==> src/rtl/hwloop_pkg.sv <==
package hwloop_pkg;
  localparam int SIZE_W   = 7;
  localparam int CNT_W    = 16;
  localparam int ENDF_W   = 7;
  localparam int MIN_ODD  = 8;
  localparam int MIN_EVEN = 9;

  typedef struct packed {
    logic              shadow;
    logic              active;
    logic [SIZE_W-1:0] size;
    logic [ENDF_W-1:0] end_lo;
    logic [CNT_W-1:0]  count;
  } hwloop_status_t;
endpackage

==> src/rtl/hwloop_cfg_check.sv <==
module hwloop_cfg_check #(
  parameter int SIZE_W   = 7,
  parameter int MIN_ODD  = 8,
  parameter int MIN_EVEN = 9
) (
  input  logic [SIZE_W-1:0] size_i,
  input  logic              odd_i,
  output logic              legal_o
);
  localparam logic [SIZE_W-1:0] LIM_ODD  = SIZE_W'(MIN_ODD);
  localparam logic [SIZE_W-1:0] LIM_EVEN = SIZE_W'(MIN_EVEN);

  always_comb begin
    if (odd_i) legal_o = (size_i >= LIM_ODD);
    else       legal_o = (size_i >= LIM_EVEN);
  end
endmodule

==> src/rtl/hwloop_counter.sv <==
module hwloop_counter #(
  parameter int CNT_W = 16
) (
  input  logic             clk,
  input  logic             rst,
  input  logic             load_i,
  input  logic [CNT_W-1:0] load_val_i,
  input  logic             dec_i,
  output logic [CNT_W-1:0] cnt_o,
  output logic             zero_o
);
  logic [CNT_W-1:0] cnt_q;

  always_ff @(posedge clk) begin
    if (rst)         cnt_q <= '0;
    else if (load_i) cnt_q <= load_val_i;
    else if (dec_i)  cnt_q <= cnt_q - CNT_W'(1);
  end

  assign cnt_o  = cnt_q;
  assign zero_o = (cnt_q == '0);
endmodule

==> src/rtl/hwloop_flags.sv <==
module hwloop_flags (
  input  logic clk,
  input  logic rst,
  input  logic start_ok_i,
  input  logic start_bad_i,
  input  logic irq_enter_i,
  input  logic irq_return_i,
  input  logic loop_done_i,
  output logic active_o,
  output logic shadow_o
);
  logic active_q, shadow_q;

  always_ff @(posedge clk) begin
    if (rst) begin
      active_q <= 1'b0;
      shadow_q <= 1'b0;
    end else if (start_ok_i) begin
      active_q <= 1'b1;
    end else if (start_bad_i) begin
      active_q <= 1'b0;
    end else if (irq_enter_i) begin
      shadow_q <= active_q;
      active_q <= 1'b0;
    end else if (irq_return_i) begin
      active_q <= shadow_q;
      shadow_q <= 1'b0;
    end else if (loop_done_i) begin
      active_q <= 1'b0;
    end
  end

  assign active_o = active_q;
  assign shadow_o = shadow_q;
endmodule

==> src/rtl/hwloop_ctrl.sv <==
module hwloop_ctrl
  import hwloop_pkg::*;
#(
  parameter int ADDR_W = 22
) (
  input  logic              clk,
  input  logic              rst,
  input  logic              start_i,
  input  logic [6:0]        start_size_i,
  input  logic [15:0]       start_count_i,
  input  logic [ADDR_W-1:0] start_addr_i,
  input  logic [ADDR_W-1:0] fetch_addr_i,
  input  logic              irq_enter_i,
  input  logic              irq_return_i,
  output logic              redirect_o,
  output logic [ADDR_W-1:0] redirect_addr_o,
  output logic              cfg_err_o,
  output logic [31:0]       status_o
);
  localparam logic [ADDR_W-1:0] ONE = ADDR_W'(1);

  logic              legal, start_ok, start_bad, quiet, hit, step;
  logic              active, shadow, cnt_zero, dec;
  logic [CNT_W-1:0]  cnt;
  logic [SIZE_W-1:0] size_q;
  logic [ADDR_W-1:0] base_q, end_q, end_calc;
  logic              err_q;
  hwloop_status_t    stat;

  hwloop_cfg_check #(
    .SIZE_W  (SIZE_W),
    .MIN_ODD (MIN_ODD),
    .MIN_EVEN(MIN_EVEN)
  ) u_cfg (
    .size_i (start_size_i),
    .odd_i  (start_addr_i[0]),
    .legal_o(legal)
  );

  assign start_ok  = start_i & legal;
  assign start_bad = start_i & ~legal;
  assign quiet     = ~start_i & ~irq_enter_i & ~irq_return_i;
  assign hit       = active & (fetch_addr_i == end_q);
  assign step      = quiet & hit;
  assign dec       = step & ~cnt_zero;
  assign end_calc  = start_addr_i + ADDR_W'(start_size_i) - ONE;

  hwloop_counter #(.CNT_W(CNT_W)) u_cnt (
    .clk       (clk),
    .rst       (rst),
    .load_i    (start_ok),
    .load_val_i(start_count_i),
    .dec_i     (dec),
    .cnt_o     (cnt),
    .zero_o    (cnt_zero)
  );

  hwloop_flags u_flags (
    .clk         (clk),
    .rst         (rst),
    .start_ok_i  (start_ok),
    .start_bad_i (start_bad),
    .irq_enter_i (irq_enter_i),
    .irq_return_i(irq_return_i),
    .loop_done_i (step & cnt_zero),
    .active_o    (active),
    .shadow_o    (shadow)
  );

  always_ff @(posedge clk) begin
    if (rst) begin
      size_q <= '0;
      base_q <= '0;
      end_q  <= '0;
      err_q  <= 1'b0;
    end else begin
      err_q <= start_bad;
      if (start_ok) begin
        size_q <= start_size_i;
        base_q <= start_addr_i;
        end_q  <= end_calc;
      end
    end
  end

  always_comb begin
    stat.shadow = shadow;
    stat.active = active;
    stat.size   = size_q;
    stat.end_lo = end_q[ENDF_W-1:0];
    stat.count  = cnt;
  end

  assign status_o        = stat;
  assign redirect_o      = dec;
  assign redirect_addr_o = base_q;
  assign cfg_err_o       = err_q;
endmodule

==> config.mk <==
export PLATFORM = sky130hd
export DESIGN_NAME = hwloop_ctrl
export DESIGN_NICKNAME = d
export VERILOG_FILES = /design/src/rtl/hwloop_pkg.sv /design/src/rtl/hwloop_cfg_check.sv /design/src/rtl/hwloop_counter.sv /design/src/rtl/hwloop_flags.sv /design/src/rtl/hwloop_ctrl.sv
export SDC_FILE = /design/constraint.sdc
export NUM_CORES = 1
export LEC_CHECK = 0
export CORE_MARGIN = 8
export CORE_UTILIZATION = 47
export CTS_CLUSTER_DIAMETER = 50
export DETAILED_ROUTE_END_ITERATION = 6
export GPL_ROUTABILITY_DRIVEN = 1
export PLACE_DENSITY = 0.85
export RECOVER_POWER = 50
export SYNTH_ARGS = -nofsm -noshare
export SYNTH_HDL_FRONTEND = slang
export SYNTH_SLANG_ARGS = --single-unit
==> constraint.sdc <==
create_clock -name clk -period 7.77 [get_ports clk]
set_clock_uncertainty 0.15 [all_clocks]
set_input_delay 1.554 -clock clk [delete_from_list [all_inputs] [get_ports clk]]
set_output_delay 1.554 -clock clk [all_outputs]
set_load 0.02 [all_outputs]
==> flow_metrics.env, run 1 <==
export IMPL_wl_per_cell_um=15.4
export IMPL_grt_pass1_vias=4291
export IMPL_place_hpwl_um=9310
export IMPL_place_congestion=0.858
export IMPL_io_buffer_count=127
export IMPL_synth_nets=655
export IMPL_hold_class="reg2reg"
export IMPL_fp_dieArea_um2=12500
export IMPL_clk_latency_ns=0.35
export IMPL_root_buffer="clkbuf_8"
export IMPL_cts_buffer_depth=2
export IMPL_fin_tns_setup_ns=0
export IMPL_grt_total_usage_pct=18.9
export IMPL_antenna_left=0
export IMPL_grt_max_degree=73
export IMPL_core_um2=9060
export IMPL_nets=759
export IMPL_synthAdderAreaFrac_pct=8.90
export IMPL_finalWirelength_um=11900
export IMPL_cp_data_required_time_ns=6.07
export IMPL_layout_drive_gt1_share_pct=4.54
export IMPL_clk_pin_slew_ns=0.07
export IMPL_peakVddDrop_uv=88.3
export IMPL_syn_inst=553
export IMPL_maxSlewHeadroom_pct=-68.7
export IMPL_status="finished, violations left"
export IMPL_hold_viol_final=0
export IMPL_async_reset_ff_share_pct=0
export IMPL_io_pins=128
export IMPL_critPathKind="in2out"
export IMPL_grt_ovfl_total=0
export IMPL_die_h_um=112
export IMPL_cts_tree="done"
export IMPL_cts_buffers_inserted=9
export IMPL_arrival_ns=4.30
export IMPL_remaining_drc_errors=0
export IMPL_final_setup_viol_count=0
export IMPL_clock_sinks=70
export IMPL_diodes=0
export IMPL_violations="capacitance limit, slew limit"
export IMPL_dp_cells=757
export IMPL_placed_area_um2=5550
export IMPL_drt_pre_antenna_iters=4
export IMPL_num_rows=35
export IMPL_hold_buffers=0
export IMPL_period_share_pct=77.3
export IMPL_layout_commonest_cell="nand2_1"
export IMPL_synth_xor_area_share_pct=9.77
export IMPL_hold_slack_ns=0.303
export IMPL_grt_pass1_wl_um=19500
export IMPL_rsz0062_at_grt="false"
export IMPL_syn_to_final_growth_pct=32.8
export IMPL_post_drt_via_cell_ratio=5.41
export IMPL_syn_area_um2=4300
export IMPL_cellLeakagePower_nw=2.46
export IMPL_post_place_ws_ns=1.83
export IMPL_setup_ws_ns=1.76
export IMPL_clock_fmax_ghz=0.166
export IMPL_drtIter0Drc=211
export IMPL_drv_slew=50
export IMPL_post_cts_buffers=0
export IMPL_min_period_ns=6.01
export IMPL_ys_warnings_count=0
export IMPL_final_cell_mix="nand2_1, dfxtp_1, clkdlybuf4s50_1, a21oi_1, dlygate4sd3_1"
export IMPL_p_per_area_nw_per_um2=167
export IMPL_ys_flop_type="dfxtp_1"
export IMPL_synth_seq_area_share_pct=32.6
export IMPL_synthSimpleGateAreaFrac_pct=22.0
export IMPL_start_util_pct=47.5
export IMPL_synth_cell_type_count=52
export IMPL_start_kind="input port"
export IMPL_synth_edf_count=0
export IMPL_fillers=775
export IMPL_antenna_found_initial=0
export IMPL_synth_mux_area_share_pct=0.233
export IMPL_syn_area_per_cell_um2=7.78
export IMPL_synth_compound_area_share_pct=18.5
export IMPL_cp_max_fo=10
export IMPL_maxCapViolCount=1
export IMPL_ys_ff_latch=70
export IMPL_vias=4177
export IMPL_cp_end_kind="output port"
export IMPL_synth_top_family_by_area="simple AND/OR/NAND/NOR gates"
export IMPL_cts_resized=0
export IMPL_htreeDepth=3
export IMPL_worst_pin_slew_ns=2.53
export IMPL_final_cells=772
export IMPL_fin_area_um2=5710
export IMPL_fp_dieW_um=112
## routing by layer
| layer | track usage (%) | vias up | share of wire (%) | wire (um) |
|---|---|---|---|---|
| li1 | - | 2093 | - | - |
| met1 | 22.2 | 1929 | 44 | 5260 |
| met2 | 31.6 | 131 | 47 | 5530 |
| met3 | 4.92 | 24 | 6.7 | 789 |
| met4 | 8.39 | 0 | 2.4 | 289 |
| met5 | 0 | - | 0 | 0 |
## Yosys cell counts (all sizes together), types with 9 or more instances
library cell | number | area [um^2]
a211oi | 19 | 148
a21o | 9 | 67.6
a21oi | 63 | 315
buf | 14 | 93.8
clkbuf | 22 | 82.6
dfxtp | 70 | 1400
ha | 29 | 363
inv | 45 | 169
nand2 | 97 | 364
nand3 | 9 | 50.1
nor2 | 33 | 124
nor3 | 9 | 71.3
nor4 | 11 | 105
o21ai | 20 | 100
xnor2 | 20 | 175
xor2 | 28 | 245
## critical path: stages
cell             delay [ns]
dlygate4sd3_1          0.69
or4b_4                 0.62
nor3_2                 0.18
nand4_1                0.16
nor4_4                 0.42
clkdlybuf4s50_1        0.68
## power breakdown
| group | leakage [nW] | switching [mW] | internal [mW] |
|---|---|---|---|
| combinational | 1.80 | 0.154 | 0.133 |
| sequential | 0.578 | 0.0243 | 0.387 |
| clock | 0.0813 | 0.142 | 0.113 |
## cell type report
cell class / instances / area [um^2] / area share (%)
Timing Repair Buffer: 129 / 1280 / 22.4
Tap cell: 111 / 139 / 2.43
Clock buffer: 9 / 124 / 2.17
Multi-Input combinational cell: 402 / 2560 / 44.8
Clock inverter: 6 / 38.8 / 0.679
Sequential cell: 70 / 1400 / 24.5
Inverter: 45 / 169 / 2.96
## path summary, 6_finish.rpt
path	from	endpoint	slack, ns	cells after the start
worst min-delay path	redirect_addr_o[11]	redirect_addr_o[11]	0.30	2
worst max-delay path	start_i	redirect_o	1.76	6
worst max register to register	u_cnt.cnt_o[2]	u_cnt.cnt_o[15]	4.99	8
worst min register to register	redirect_addr_o[11]	redirect_addr_o[11]	0.30	2
## metrics by stage
step | utilization [%] | total power [mW]
final | 63.0 | 0.953
after global routing | 63.0 | 1.01
after CTS | 63.0 | 0.964
after detailed placement | 61.2 | 0.712
after global placement | 61.2 | 0.702
after floorplan | - | 0.598
## cells by family after synthesis
logic type / count (synthesis)
adder cells (fa/ha/maj): 30
AND/OR/NAND/NOR: 191
AO/OA/AOI/OAI: 132
buffers and inverters: 81
multiplexers: 1
flip-flops: 70
XOR/XNOR: 48
## flip-flops by register name, indices dropped and copies added (netlist names)
signal,flops
cfg_err_o,1
end_q,22
redirect_addr_o,22
size_q,7
u_cnt.cnt_o,16
u_flags.active_o,1
u_flags.shadow_o,1
Power figures use the tool's default switching activity.
==> run 2, diff against run 1 <==
Clock period 7.77 ns to 5.7 ns, I/O delays scaled along.
==> flow_metrics.env, run 2 (synthesis results as in run 1) <==
export IMPL_fin_tns_setup_ns=0
export IMPL_reg2regPathDepth=8
export IMPL_drv_slew=46
export IMPL_drt_pre_antenna_iters=5
export IMPL_htreeDepth=3
export IMPL_placed_area_um2=5560
export IMPL_num_rows=35
export IMPL_root_buffer="clkbuf_8"
export IMPL_worst_r2r_endpoint="u_cnt.cnt_o[12]"
export IMPL_syn_to_final_growth_pct=33.0
export IMPL_final_setup_viol_count=0
export IMPL_peakVddDrop_uv=124
export IMPL_min_period_ns=5.09
export IMPL_worstReg2RegStart="end_q[2]"
export IMPL_maxSlewHeadroom_pct=-39.0
export IMPL_dp_cells=759
export IMPL_fin_area_um2=5720
export IMPL_arrival_ns=3.80
export IMPL_whs_endpoint="size_q[2]"
export IMPL_wl_per_cell_um=16.0
export IMPL_hold_viol_final=0
export IMPL_grt_pass1_wl_um=20100
export IMPL_final_util_pct=63.1
export IMPL_layout_commonest_cell="nand2_1"
export IMPL_place_hpwl_um=9510
export IMPL_worst_pin_slew_ns=2.09
export IMPL_grt_total_usage_pct=19.6
export IMPL_cellLeakagePower_nw=2.47
export IMPL_grt_pass1_vias=4214
export IMPL_hold_path_depth=2
export IMPL_cts_resized=0
export IMPL_drtIter0Drc=266
export IMPL_antenna_left=0
export IMPL_cp_max_fo=4
export IMPL_hold_buffers=0
export IMPL_cts_buffer_depth=2
export IMPL_multi_input_area_um2=2560
export IMPL_netSwitchingFraction_pct=33.8
export IMPL_fp_dieW_um=112
export IMPL_comb_power_share_pct=30.3
export IMPL_antenna_found_initial=0
export IMPL_final_cell_mix="nand2_1, clkdlybuf4s50_1, dfxtp_1, a21oi_1, dlygate4sd3_1"
export IMPL_die_h_um=112
export IMPL_cts_buffers_inserted=9
export IMPL_power_frac_seq_pct=42.7
export IMPL_hold_class="reg2reg"
export IMPL_io_buffer_count=127
export IMPL_rsz0062_at_grt="false"
export IMPL_remaining_drc_errors=0
export IMPL_place_congestion=0.875
export IMPL_p_per_area_nw_per_um2=228
export IMPL_status="finished, violations left"
export IMPL_diodes=0
export IMPL_period_share_pct=89.3
export IMPL_clock_sinks=70
export IMPL_critPathKind="in2out"
export IMPL_final_cells=774
export IMPL_layout_drive_gt1_share_pct=4.68
export IMPL_switchingPower_mw=0.441
export IMPL_vias=4146
export IMPL_cp_end_kind="output port"
export IMPL_post_cts_buffers=0
export IMPL_clkPwrFrac_pct=27.0
export IMPL_core_um2=9060
export IMPL_rrSetupSlack_ns=2.81
export IMPL_fillers=797
export IMPL_cts_tree="done"
export IMPL_clk_latency_ns=0.34
export IMPL_hold_start="size_q[2]"
export IMPL_clock_fmax_ghz=0.196
export IMPL_start_kind="input port"
export IMPL_start_util_pct=47.5
export IMPL_finalWirelength_um=12400
export IMPL_post_drt_via_cell_ratio=5.36
export IMPL_grt_max_degree=56
export IMPL_setup_ws_ns=0.608
export IMPL_post_place_ws_ns=0.656
export IMPL_nets=761
export IMPL_cp_data_required_time_ns=4.41
export IMPL_io_pins=128
export IMPL_violations="capacitance limit, slew limit"
export IMPL_seq_area_um2=1400
export IMPL_fp_dieArea_um2=12500
export IMPL_maxCapViolCount=1
export IMPL_p_int_mw=0.864
export IMPL_clk_pin_slew_ns=0.08
export IMPL_grt_ovfl_total=0
run 2: stage by stage:
stage	hold slack, ns	power [mW]
6_report	0.304	1.31
5_1_grt	0.328	1.38
4_1_cts	0.310	1.33
3_5_place_dp	0.298	0.970
3_3_place_gp	0.291	0.958
2_1_floorplan	0.294	0.815
run 2: power groups by stage:
| stage | sequential (mW) | clock (mW) | combinational [mW] |
|---|---|---|---|
| 2_1_floorplan | 0.588 | 0 | 0.227 |
| 3_3_place_gp | 0.569 | 0 | 0.390 |
| 3_5_place_dp | 0.570 | 0 | 0.400 |
| 4_1_cts | 0.559 | 0.366 | 0.403 |
| 5_1_grt | 0.563 | 0.385 | 0.433 |
| 6_report | 0.558 | 0.352 | 0.395 |
run 2: worst max-delay path, stage by stage:
cell             delay [ns]
clkdlybuf4s50_1        0.42
xor2_1                 0.14
nor4_1                 0.63
nand2_1                0.31
nor4_4                 0.48
clkdlybuf4s50_1        0.69
run 2: area by class of cell:
type	count	area share, %
well taps	111	2.43
repair buffers	131	22.6
inverters	45	2.95
multi-input cells	402	44.7
flip-flops and latches	70	24.5
clock buffers	9	2.16
clock inverters	6	0.678
run 2: how the worst max path moves through the flow:
stage,from,endpoint,slack (ns),cells past startpoint
after floorplan,start_i,redirect_o,1.78,5
after global placement,fetch_addr_i[19],redirect_o,0.76,6
after detailed placement,fetch_addr_i[19],redirect_o,0.66,6
after CTS,fetch_addr_i[19],redirect_o,0.66,6
after global routing,fetch_addr_i[19],redirect_o,0.55,6
final,fetch_addr_i[19],redirect_o,0.61,6
run 2: metal layers:
metal / wire length, um / track usage, % / vias to the layer above
li1: - / - / 2108
met1: 5350 / 23.6 / 1883
met2: 5670 / 32.3 / 136
met3: 1080 / 5.74 / 19
met4: 262 / 7.57 / 0
met5: 0 / 0 / -
==> run 3, diff against run 2 <==
--- a/config.mk
+++ b/config.mk
@@ -7,3 +7,3 @@
 export LEC_CHECK = 0
-export CORE_MARGIN = 8
+export CORE_MARGIN = 2
 export CORE_UTILIZATION = 47
--- a/constraint.sdc
+++ b/constraint.sdc
@@ -4,2 +4,2 @@
 set_output_delay 1.14 -clock clk [all_outputs]
-set_load 0.02 [all_outputs]
+set_load 0.01 [all_outputs]
==> flow_metrics.env, run 3 (synthesis results as in run 1) <==
export IMPL_nets=760
export IMPL_post_drt_via_cell_ratio=5.37
export IMPL_cp_data_required_time_ns=4.41
export IMPL_maxSlewHeadroom_pct=-68.2
export IMPL_place_congestion=0.937
export IMPL_grt_pass1_wl_um=18800
export IMPL_syn_to_final_growth_pct=35.0
export IMPL_hold_viol_final=0
export IMPL_power_frac_seq_pct=39.1
export IMPL_clk_pin_slew_ns=0.07
export IMPL_p_int_mw=1.01
export IMPL_fp_dieArea_um2=9930
export IMPL_cts_buffers_inserted=9
export IMPL_io_buffer_count=127
export IMPL_die_h_um=99.7
export IMPL_start_util_pct=48.8
export IMPL_clk_latency_ns=0.34
export IMPL_setup_ws_ns=0.816
export IMPL_rsz0062_at_grt="false"
export IMPL_cts_tree="done"
export IMPL_status="finished, violations left"
export IMPL_worst_pin_slew_ns=2.52
export IMPL_critPathKind="in2out"
export IMPL_path_cells="clkdlybuf4s50_1 > or4b_4 > nor3_2 > nand4_1 > nor4_4 > clkdlybuf4s50_1"
export IMPL_critical_path_top_delay_family="simple AND/OR/NAND/NOR gates"
export IMPL_remaining_drc_errors=0
export IMPL_cp_slowest_stage_delay_ns=0.61
export IMPL_arrival_ns=3.59
export IMPL_post_cts_buffers=0
export IMPL_fin_tns_setup_ns=0
export IMPL_antenna_found_initial=0
export IMPL_start_kind="input port"
export IMPL_netSwitchingFraction_pct=29.1
export IMPL_comb_power_share_pct=26.2
export IMPL_clock_fmax_ghz=0.205
export IMPL_post_place_ws_ns=0.816
export IMPL_grt_ovfl_total=0
export IMPL_peakVddDrop_uv=150
export IMPL_clock_sinks=70
export IMPL_hold_buffers=0
export IMPL_cts_buffer_depth=2
export IMPL_finalWirelength_um=11400
export IMPL_critical_path_slowest_cell="clkdlybuf4s50_1"
export IMPL_grt_total_usage_pct=23.4
export IMPL_cts_resized=0
export IMPL_layout_drive_gt1_share_pct=4.37
export IMPL_path_buf_inv=2
export IMPL_antenna_left=0
export IMPL_root_buffer="clkbuf_8"
export IMPL_violations="capacitance limit, slew limit"
export IMPL_seq_area_um2=1400
export IMPL_cp_end_kind="output port"
export IMPL_vias=4144
export IMPL_num_rows=34
export IMPL_switchingPower_mw=0.416
export IMPL_io_pins=128
export IMPL_min_period_ns=4.88
export IMPL_clkPwrFrac_pct=34.7
export IMPL_final_cell_mix="nand2_1, dfxtp_1, clkdlybuf4s50_1, a21oi_1, dlygate4sd3_1"
export IMPL_p_per_area_nw_per_um2=246
export IMPL_multi_input_area_um2=2560
export IMPL_drv_slew=125
export IMPL_fp_dieW_um=99.7
export IMPL_wl_per_cell_um=14.8
export IMPL_final_setup_viol_count=0
export IMPL_core_um2=8810
export IMPL_drt_pre_antenna_iters=4
export IMPL_grt_pass1_vias=4027
export IMPL_fillers=736
export IMPL_cp_max_fo=4
export IMPL_grt_max_degree=50
export IMPL_drtIter0Drc=186
export IMPL_crit_top_cell="clkdlybuf4s50_1"
export IMPL_cellLeakagePower_nw=2.50
export IMPL_diodes=0
export IMPL_htreeDepth=3
export IMPL_layout_commonest_cell="nand2_1"
export IMPL_period_share_pct=85.7
export IMPL_maxCapViolCount=3
export IMPL_place_hpwl_um=8640
export IMPL_hold_class="reg2reg"
-- run 3: path summary, 6_finish.rpt --
path                                            end                 from  slack (ns)  cells after the start
worst min-delay path            redirect_addr_o[11]  redirect_addr_o[11]        0.30                      2
worst max register to register      u_cnt.cnt_o[15]       u_cnt.cnt_o[2]        2.91                      8
worst min register to register  redirect_addr_o[11]  redirect_addr_o[11]        0.30                      2
worst max-delay path                     redirect_o              start_i        0.82                      6
-- run 3: cell type report --
class / count / area share, %
repair buffers: 130 / 22.3
clock inverters: 5 / 1.83
clock buffers: 11 / 2.43
well taps: 108 / 2.33
inverters: 45 / 2.91
multi-input cells: 402 / 44.0
flip-flops and latches: 70 / 24.1
-- run 3: tightest hold or removal path: cells and delay by family (launching register included) --
kind | cells | cell delay [ns]
AOI/OAI and AO/OA | 1 | 0.05
DFF | 1 | 0.31
and+or+nand+nor | 1 | 0.05
-- run 3: routing by layer --
metal	track usage, %	part of all wire [%]	up-vias
met4	9.17	2.5	0
li1	-	-	2105
met1	30.2	44	1863
met3	5.48	8.0	23
met5	0	0	-
met2	37.8	46	153
-- run 3: stage by stage --
step / total power [mW] / instance area, um^2 / std cells / utilization, % / hold slack (ns)
6_report: 1.43 / 5810 / 771 / 65.9 / 0.304
5_1_grt: 1.51 / 5810 / 771 / 65.9 / 0.329
4_1_cts: 1.45 / 5810 / 771 / 66.0 / 0.310
3_5_place_dp: 0.949 / 5570 / 755 / 63.2 / 0.299
3_3_place_gp: 0.937 / 5570 / 755 / 63.2 / 0.292
2_1_floorplan: 0.795 / 4300 / 553 / - / 0.294
-- run 3: power by group through the flow --
stage / Clock [mW] / Combinational (mW) / Sequential, mW
floorplan: 0 / 0.222 / 0.573
global placement: 0 / 0.369 / 0.569
detailed placement: 0 / 0.378 / 0.571
CTS: 0.505 / 0.382 / 0.559
global route: 0.530 / 0.412 / 0.564
finish: 0.496 / 0.375 / 0.559
